File: config.mk
export PLATFORM = sky130hd
export DESIGN_NAME = sup_reset_gen
export DESIGN_NICKNAME = d
export VERILOG_FILES = /design/src/rtl/sup_pkg.sv /design/src/rtl/sup_wdi_sync.sv /design/src/rtl/sup_wdt_timer.sv /design/src/rtl/sup_rst_timer.sv /design/src/rtl/sup_reset_gen.sv
export SDC_FILE = /design/constraint.sdc
export NUM_CORES = 1
export LEC_CHECK = 0
export BUFFER_PORTS_ARGS = -buffer_cell sky130_fd_sc_hd__buf_2
export CORE_AREA = 2 2 104 96
export CTS_CLUSTER_DIAMETER = 150
export CTS_CLUSTER_SIZE = 14
export DETAILED_ROUTE_END_ITERATION = 8
export DIE_AREA = 0 0 106 98
export SYNTH_ARGS = -nofsm -noshare
export SYNTH_HDL_FRONTEND = slang
export SYNTH_SLANG_ARGS = --single-unit
File: constraint.sdc
create_clock -name clk -period 3.1 [get_ports clk]
set_clock_uncertainty 0.2 [all_clocks]
set_input_delay 0.62 -clock clk [delete_from_list [all_inputs] [get_ports clk]]
set_output_delay 0.62 -clock clk [all_outputs]
set_load 0.05 [all_outputs]
File: src/rtl/sup_pkg.sv
package sup_pkg;

    // Bits needed to hold the values 0 .. n-1.
    function automatic int unsigned cnt_bits(input int unsigned n);
        return (n < 2) ? 1 : $clog2(n);
    endfunction

    // Synchronizer stages plus the previous sample kept for edge detection.
    typedef struct packed {
        logic s1;
        logic s2;
        logic s3;
    } sync_t;

endpackage

File: src/rtl/sup_wdi_sync.sv
module sup_wdi_sync (
    input  logic clk,
    input  logic rst_n,
    input  logic wdi_i,
    output logic toggle_o
);
    import sup_pkg::*;

    sync_t q, d;

    always_comb begin
        d.s1     = wdi_i;
        d.s2     = q.s1;
        d.s3     = q.s2;
        toggle_o = q.s2 ^ q.s3;
    end

    always_ff @(posedge clk or negedge rst_n) begin
        if (!rst_n) q <= '0;
        else        q <= d;
    end
endmodule

File: src/rtl/sup_wdt_timer.sv
module sup_wdt_timer #(
    parameter int unsigned WDT_CYCLES = 16,
    localparam int unsigned W = sup_pkg::cnt_bits(WDT_CYCLES)
) (
    input  logic         clk,
    input  logic         rst_n,
    input  logic         hold_i,
    input  logic         kick_i,
    input  logic         float_i,
    output logic         fire_o,
    output logic [W-1:0] cnt_o
);
    localparam logic [W-1:0] LAST = W'(WDT_CYCLES - 1);

    typedef struct packed {
        logic [W-1:0] cnt;
    } wdt_t;

    wdt_t q, d;

    always_comb begin
        d      = q;
        fire_o = 1'b0;
        if (hold_i || kick_i || float_i) begin
            d.cnt = '0;
        end else if (q.cnt == LAST) begin
            fire_o = 1'b1;
            d.cnt  = '0;
        end else begin
            d.cnt = q.cnt + 1'b1;
        end
    end

    always_ff @(posedge clk or negedge rst_n) begin
        if (!rst_n) q <= '0;
        else        q <= d;
    end

    assign cnt_o = q.cnt;
endmodule

File: src/rtl/sup_rst_timer.sv
module sup_rst_timer #(
    parameter int unsigned RST_CYCLES = 8,
    localparam int unsigned W = sup_pkg::cnt_bits(RST_CYCLES)
) (
    input  logic clk,
    input  logic rst_n,
    input  logic supply_ok_i,
    input  logic trig_i,
    output logic active_o
);
    localparam logic [W-1:0] LAST = W'(RST_CYCLES - 1);

    typedef struct packed {
        logic         active;
        logic [W-1:0] cnt;
    } rst_t;

    rst_t q, d;

    always_comb begin
        d = q;
        if (!supply_ok_i) begin
            // Low supply wins over everything and restarts the stretch.
            d.active = 1'b1;
            d.cnt    = '0;
        end else if (q.active) begin
            if (q.cnt == LAST) begin
                d.active = 1'b0;
                d.cnt    = '0;
            end else begin
                d.cnt = q.cnt + 1'b1;
            end
        end else if (trig_i) begin
            d.active = 1'b1;
            d.cnt    = '0;
        end
    end

    always_ff @(posedge clk or negedge rst_n) begin
        if (!rst_n) begin
            q.active <= 1'b1;
            q.cnt    <= '0;
        end else begin
            q <= d;
        end
    end

    assign active_o = q.active;
endmodule

File: src/rtl/sup_reset_gen.sv
module sup_reset_gen #(
    parameter int unsigned RST_CYCLES  = 40_000_000,
    parameter int unsigned WDT_CYCLES  = 320_000_000,
    parameter bit          ACTIVE_HIGH = 1'b0
) (
    input  logic clk,
    input  logic rst_n,
    input  logic supply_ok,
    input  logic wdi,
    input  logic wdi_float,
    output logic reset_out
);
    localparam int unsigned WW = sup_pkg::cnt_bits(WDT_CYCLES);

    logic          kick;
    logic          fire;
    logic          active;
    logic [WW-1:0] wdt_cnt;

    sup_wdi_sync u_sync (
        .clk      (clk),
        .rst_n    (rst_n),
        .wdi_i    (wdi),
        .toggle_o (kick)
    );

    sup_wdt_timer #(.WDT_CYCLES(WDT_CYCLES)) u_wdt (
        .clk     (clk),
        .rst_n   (rst_n),
        .hold_i  (active),
        .kick_i  (kick),
        .float_i (wdi_float),
        .fire_o  (fire),
        .cnt_o   (wdt_cnt)
    );

    sup_rst_timer #(.RST_CYCLES(RST_CYCLES)) u_rst (
        .clk         (clk),
        .rst_n       (rst_n),
        .supply_ok_i (supply_ok),
        .trig_i      (fire),
        .active_o    (active)
    );

    generate
        if (ACTIVE_HIGH) begin : g_pol_hi
            assign reset_out = active;
        end else begin : g_pol_lo
            assign reset_out = ~active;
        end
    endgenerate
endmodule

# After elaboration in Yosys (flattened, before gate mapping)
# Index checks and enable logic that the tools add are counted.
dict set report op_classes {
  n_mux 9
  bitwise 2
  addsub 2
  reduce_logical 2
  eq_ne 3
}
# cell n
set op_table {}
lappend op_table {{27-bit 2-to-1 mux} 3}
lappend op_table {{29-bit 2-to-1 mux} 2}
lappend op_table {{29-bit by 1-bit adder with 29-bit output (second input constant)} 1}
lappend op_table {{29-bit == test (second input constant)} 1}
lappend op_table {{26-bit by 1-bit adder with 26-bit output (second input constant)} 1}
lappend op_table {{26-bit == test (second input constant)} 1}
lappend op_table {{26-bit 2-to-1 mux} 1}
lappend op_table {{1-bit 2-to-1 mux} 3}
lappend op_table {{3-bit by 1-bit != test with 1-bit output (second input constant)} 1}
lappend op_table {{1-bit logical OR} 2}
lappend op_table {{1-bit NOT} 1}
lappend op_table {{1-bit bitwise XOR} 1}
dict set report totals {
  inputBits 5
  ff_bits 59
  elab_cells 24
  out_inout_bits 1
}

# Logic depth before layout (Yosys ltp)
dict set report depth {
  ltp_word 7
  depth_mapped 9
  depth_no_buf 6
}

# Cells and area by module
# From an unflattened synthesis, not the netlist that was laid out.
dict set report unflattened {
  cells_unflattened 326
  hier_area_um2 3103.0
}
# mod instances cells_each area_per_inst_um2 seq_area_each_um2
set modules_own_cells {}
lappend modules_own_cells {sup_wdt_timer 1 170 1540.2 725.7}
lappend modules_own_cells {sup_rst_timer 1 151 1475.2 676.9}
lappend modules_own_cells {sup_wdi_sync 1 4 83.8 75.1}
lappend modules_own_cells {sup_reset_gen 1 1 3.8 0.0}

# Worst setup path after synthesis
# OpenSTA, ideal clock, no wires.
dict set report synth_timing {
  kind {register to register}
  from {register u_rst.q[20] (netlist name)}
  to {register u_rst.q[8] (netlist name)}
  synth_period_minus_slack_ns 2.204
  stages_incl_launch_ff 7
  setup_ns 0.124
  arrival_time_ns 1.880
  setup_slack_ns 0.896
  required_time_ns 2.776
  cell_sequence {dfrtp_1 > or4_4 > nor4_4 > a41oi_2 > buf_2 > and3_1 > a211o_1}
}
dict set report synth_between {
  elab_chain_len 4
}
# item line
set synth_rtl {}
lappend synth_rtl {{from (decl)} sup_rst_timer.sv:18} ;# rst_t q, d;
lappend synth_rtl {{26-bit == test} sup_rst_timer.sv:27} ;# if (q.cnt == LAST) begin
lappend synth_rtl {{26-bit 2-to-1 mux} sup_rst_timer.sv:27}
lappend synth_rtl {{27-bit 2-to-1 mux} sup_rst_timer.sv:26} ;# end else if (q.active) begin
lappend synth_rtl {{27-bit 2-to-1 mux} sup_rst_timer.sv:22} ;# if (!supply_ok_i) begin
# No other way between the ends.
# A chain may end at the register's enable or synchronous reset.

# Final worst setup path
dict set report layout_timing {
  from {register u_rst.q[0] (netlist name)}
  to {register u_rst.q[24] (netlist name)}
}
dict set report layout_between {
  elab_chain_len 4
}
# item line
set layout_rtl {}
lappend layout_rtl {{26-bit by 1-bit adder with 26-bit output or 26-bit == test (tied branches)} {sup_rst_timer.sv:31, sup_rst_timer.sv:27}}
lappend layout_rtl {{26-bit 2-to-1 mux *} sup_rst_timer.sv:27}
lappend layout_rtl {{27-bit 2-to-1 mux *} sup_rst_timer.sv:26}
lappend layout_rtl {{27-bit 2-to-1 mux *} sup_rst_timer.sv:22}
# Every way passes the cells marked *; elsewhere a longest branch is shown, timed or not.

==> results.tsv <==
stage	metric	value	unit
power	maximum vdd ir drop	0.0001859	V
floorplanning	Starting Density	33.86	%
detailed_routing	met3 WL	235	µm
detailed_routing	ANT nets after route	0	
clocking	Num Clock Sinks	59	
cells_and_area	layout cells sized above 1	10.89	%
clocking	Root Buffer	clkbuf_8	
placement	post-DP HPWL	4480	µm
floorplanning	boundary pin count	6	
critical_path	Worst setup EP type	flop	
status	status	completed	
clocking	# H-tree levels	3	
clocking	hold bufs inserted after CTS	0	
detailed_routing	# DRC	0	
cells_and_area	Final nets	353	
floorplanning	# rows	34	
synth	EDFF count, synth	0	
detailed_routing	highest metal used	met4	
timing	worst slew pin tran	0.9461	ns
critical_path	Worst EP arrival	2.58	ns
global_route	first-pass GRT wire length	11640	µm
placement	Port-buffer cells	5	
synth	Warnings, synthesis	0	
power	PwrDens	411.3	nW/µm²
synth	Syn Nets	345	
timing	max-slew violations	0	
timing	Final Setup Violations	0	
synth	Netlist cell types	45	
min_path	worst hold path class	primary input to asynchronous set/reset pin	
cells_and_area	Antenna Cells	0	
detailed_routing	router iterations before antenna repair	4	
critical_path	critical path's top delay family	simple AND/OR/NAND/NOR gates	
timing	min cycle time layout	2.546	ns
floorplanning	die width	106	µm
synth	Mean Syn Cell Area	9.417	µm²
detailed_routing	post-DR wirelength/cell	14.15	µm
timing	final hold vios	0	
global_route	initial antenna violation count	0	
job	max-cap violations	0	
clocking	post-CTS setup buffers	0	
detailed_routing	met2 WL post-DR	3010	µm
synth	cell taking the most area after synthesis	dfrtp_1	
timing	fmax	0.3927	GHz
floorplanning	die area	10390	µm²
critical_path	CP startpoint kind	flop	
global_route	maximum number of pins on one net before global-route repair	30	
critical_path	type of the worst setup path	flop to flop	
synth	Synth Register Bits	59	
floorplanning	core area	9402	µm²
detailed_routing	via count	2545	
synth	sequential share of the synthesized area	46.42	%
clocking	clock latency on the worst-skew pair	0.35	ns
critical_path	worst path bufs/invs	0	
synth	top cells by area, synth	dfrtp_1, nor2_1, a211o_1	
clocking	CTS tree	built	
detailed_routing	final wirelength	6719	µm
detailed_routing	met1 WL	3404	µm
synth	top-area cell type share of the netlist area	45.60	%
synth	Synth Instances	338	
timing	Period Utilization, post-route	82.14	%
detailed_routing	DR vias/cell	5.358	
timing	max_slew headroom	36.92	%
floorplanning	die height	98	µm
critical_path	Top cell by count, worst path	nand4_1	
cells_and_area	P&R area growth vs syn	10.26	%
critical_path	biggest cell delay along the critical path	0.67	ns
timing	RSZ-0062 raised after global routing	false	
cells_and_area	share of the core filled with cells	37.33	%
synth	Mapped Area	3183	µm²
critical_path	crit path cell chain	ha_1, nand4_1, nor4_2, nand4_1, and3_1, a211o_1	
clocking	Post-CTS Resized	0	
detailed_routing	Detailed Route Iter0 Violations	163	
placement	GPL Wtd Cong	0.7875	
synth	Async S/R FF share, synth	100.0	%
critical_path	Slowest cell on crit path	nor4_2	
timing	Sum Neg Setup Slack	0	ns
global_route	vias in the first global route	2338	
global_route	overflow left after global routing	0	
critical_path	Worst Path Required	3.13	ns
clocking	Inserted Clock Buffers	9	
synth	Post-synth top flop	dfrtp_1	
power	LEAKAGE	0.001530	µW
clocking	CTS max path bufs	2	
clocking	Worst-path clk slew	0.07	ns
critical_path	worst-path fanout max	7	
global_route	All-Layer GR Usage	13.90	%
## sequential cells by signal, indices dropped and copies added, names as in the netlist
| register | flops |
|---|---|
| u_rst.active_o | 1 |
| u_rst.q | 26 |
| u_sync.d | 2 |
| u_sync.q | 1 |
| u_wdt.cnt_o | 29 |
## per-stage QoR
stage                     cell area [µm²]  hold WS [ns]  worst slack, ns  instances  total power, µW
after floorplan                      3183        0.1244           0.8962        338            812.5
after global placement               3343        0.1367           0.6179        461            837.9
after detailed placement             3343        0.1403           0.5713        461            837.6
after CTS                            3510       0.09436           0.5591        475             1465
after global routing                 3510        0.1156           0.3203        475             1504
final                                3510       0.08163           0.5536        475             1444
## path summary, 6_finish.rpt
| kind | cells after the start | slack (ns) | end | from |
|---|---|---|---|---|
| min | 1 | 0.08 | u_wdt.cnt_o[15] | rst_n |
| max in group asynchronous | 2 | 1.90 | u_rst.active_o | rst_n |
| min reg2reg | 0 | 0.16 | u_sync.d[0] | u_sync.d[1] |
| max reg2reg | 6 | 0.55 | u_rst.q[24] | u_rst.q[0] |
| min in group clk | 0 | 0.16 | u_sync.d[0] | u_sync.d[1] |
| max | 6 | 0.55 | u_rst.q[24] | u_rst.q[0] |
## worst register-to-register path, delay by kind of cell, from the launching register on
family | cells | cell delay, ns
adders and majority gates | 1 | 0.23
DFF | 1 | 0.40
AOI/OAI and AO/OA | 1 | 0.25
and+or+nand+nor | 4 | 1.35
## logic make-up after synthesis
| group | Yosys count | share of synthesized area (%) |
|---|---|---|
| buffers and inverters | 20 | 3.145 |
| AO/OA/AOI/OAI | 41 | 10.65 |
| AND/OR/NAND/NOR | 189 | 31.57 |
| adder cells (fa/ha/maj) | 2 | 0.7860 |
| flip-flops | 59 | 46.42 |
| XOR/XNOR | 27 | 7.429 |
## report_power, final
part           switching (µW)  internal [µW]  leakage [µW]  total, µW
Combinational            29.8           11.5      0.000627       41.3
Clock                     302            320     0.0000908        622
Sequential               4.80            775      0.000812        780
Total                     337           1110       0.00153       1440
## synth_stat cells, drive strengths merged (2+ instances only)
library cell  number
dfrtp             58
nor2              45
nand2             24
nor3              24
nand4             23
nand3             22
and3              21
a211o             17
xor2              15
xnor2             12
buf               10
nor4              10
clkbuf             5
inv                5
o21ai              5
a21oi              4
a221o              4
and2               4
nor3b              4
and4               3
ha                 2
o311a              2
or3                2
or4                2
## cell usage in the layout, fill, tap and decap left out, types with 2 or more instances in the layout
cell and n:
buf_4 7, nand4_1 23, xor2_1 15, buf_2 5
nand3_1 22, and3_2 3, o311a_1 2, or3_1 2
o21ai_0 3, and4_1 3, nor2_1 45, a211o_1 17
clkinv_2 3, and3_1 18, a21oi_1 4, nor4_1 7
and2_1 4, ha_1 2, a221o_1 4, o21ai_1 2
dfrtp_1 58, clkbuf_8 11, xnor2_1 12, nor3_1 24
nor3b_1 4, nor4_2 2, nand2_1 24, inv_1 5
## cell type report
type	count	area, µm²
Timing Repair Buffer	12	77.57
Multi-Input combinational cell	259	1612
Tap cell	126	157.7
Inverter	5	18.77
Clock inverter	3	15.01
Clock buffer	11	151.4
Sequential cell	59	1478
Fill cell	919	5892
## layer usage
metal | up-vias | track usage (%)
li1 | 1266 | -
met5 | - | 0
met1 | 1231 | 19.25
met2 | 43 | 21.14
met3 | 5 | 3.605
met4 | 0 | 4.858
Power figures use the tool's default switching activity.
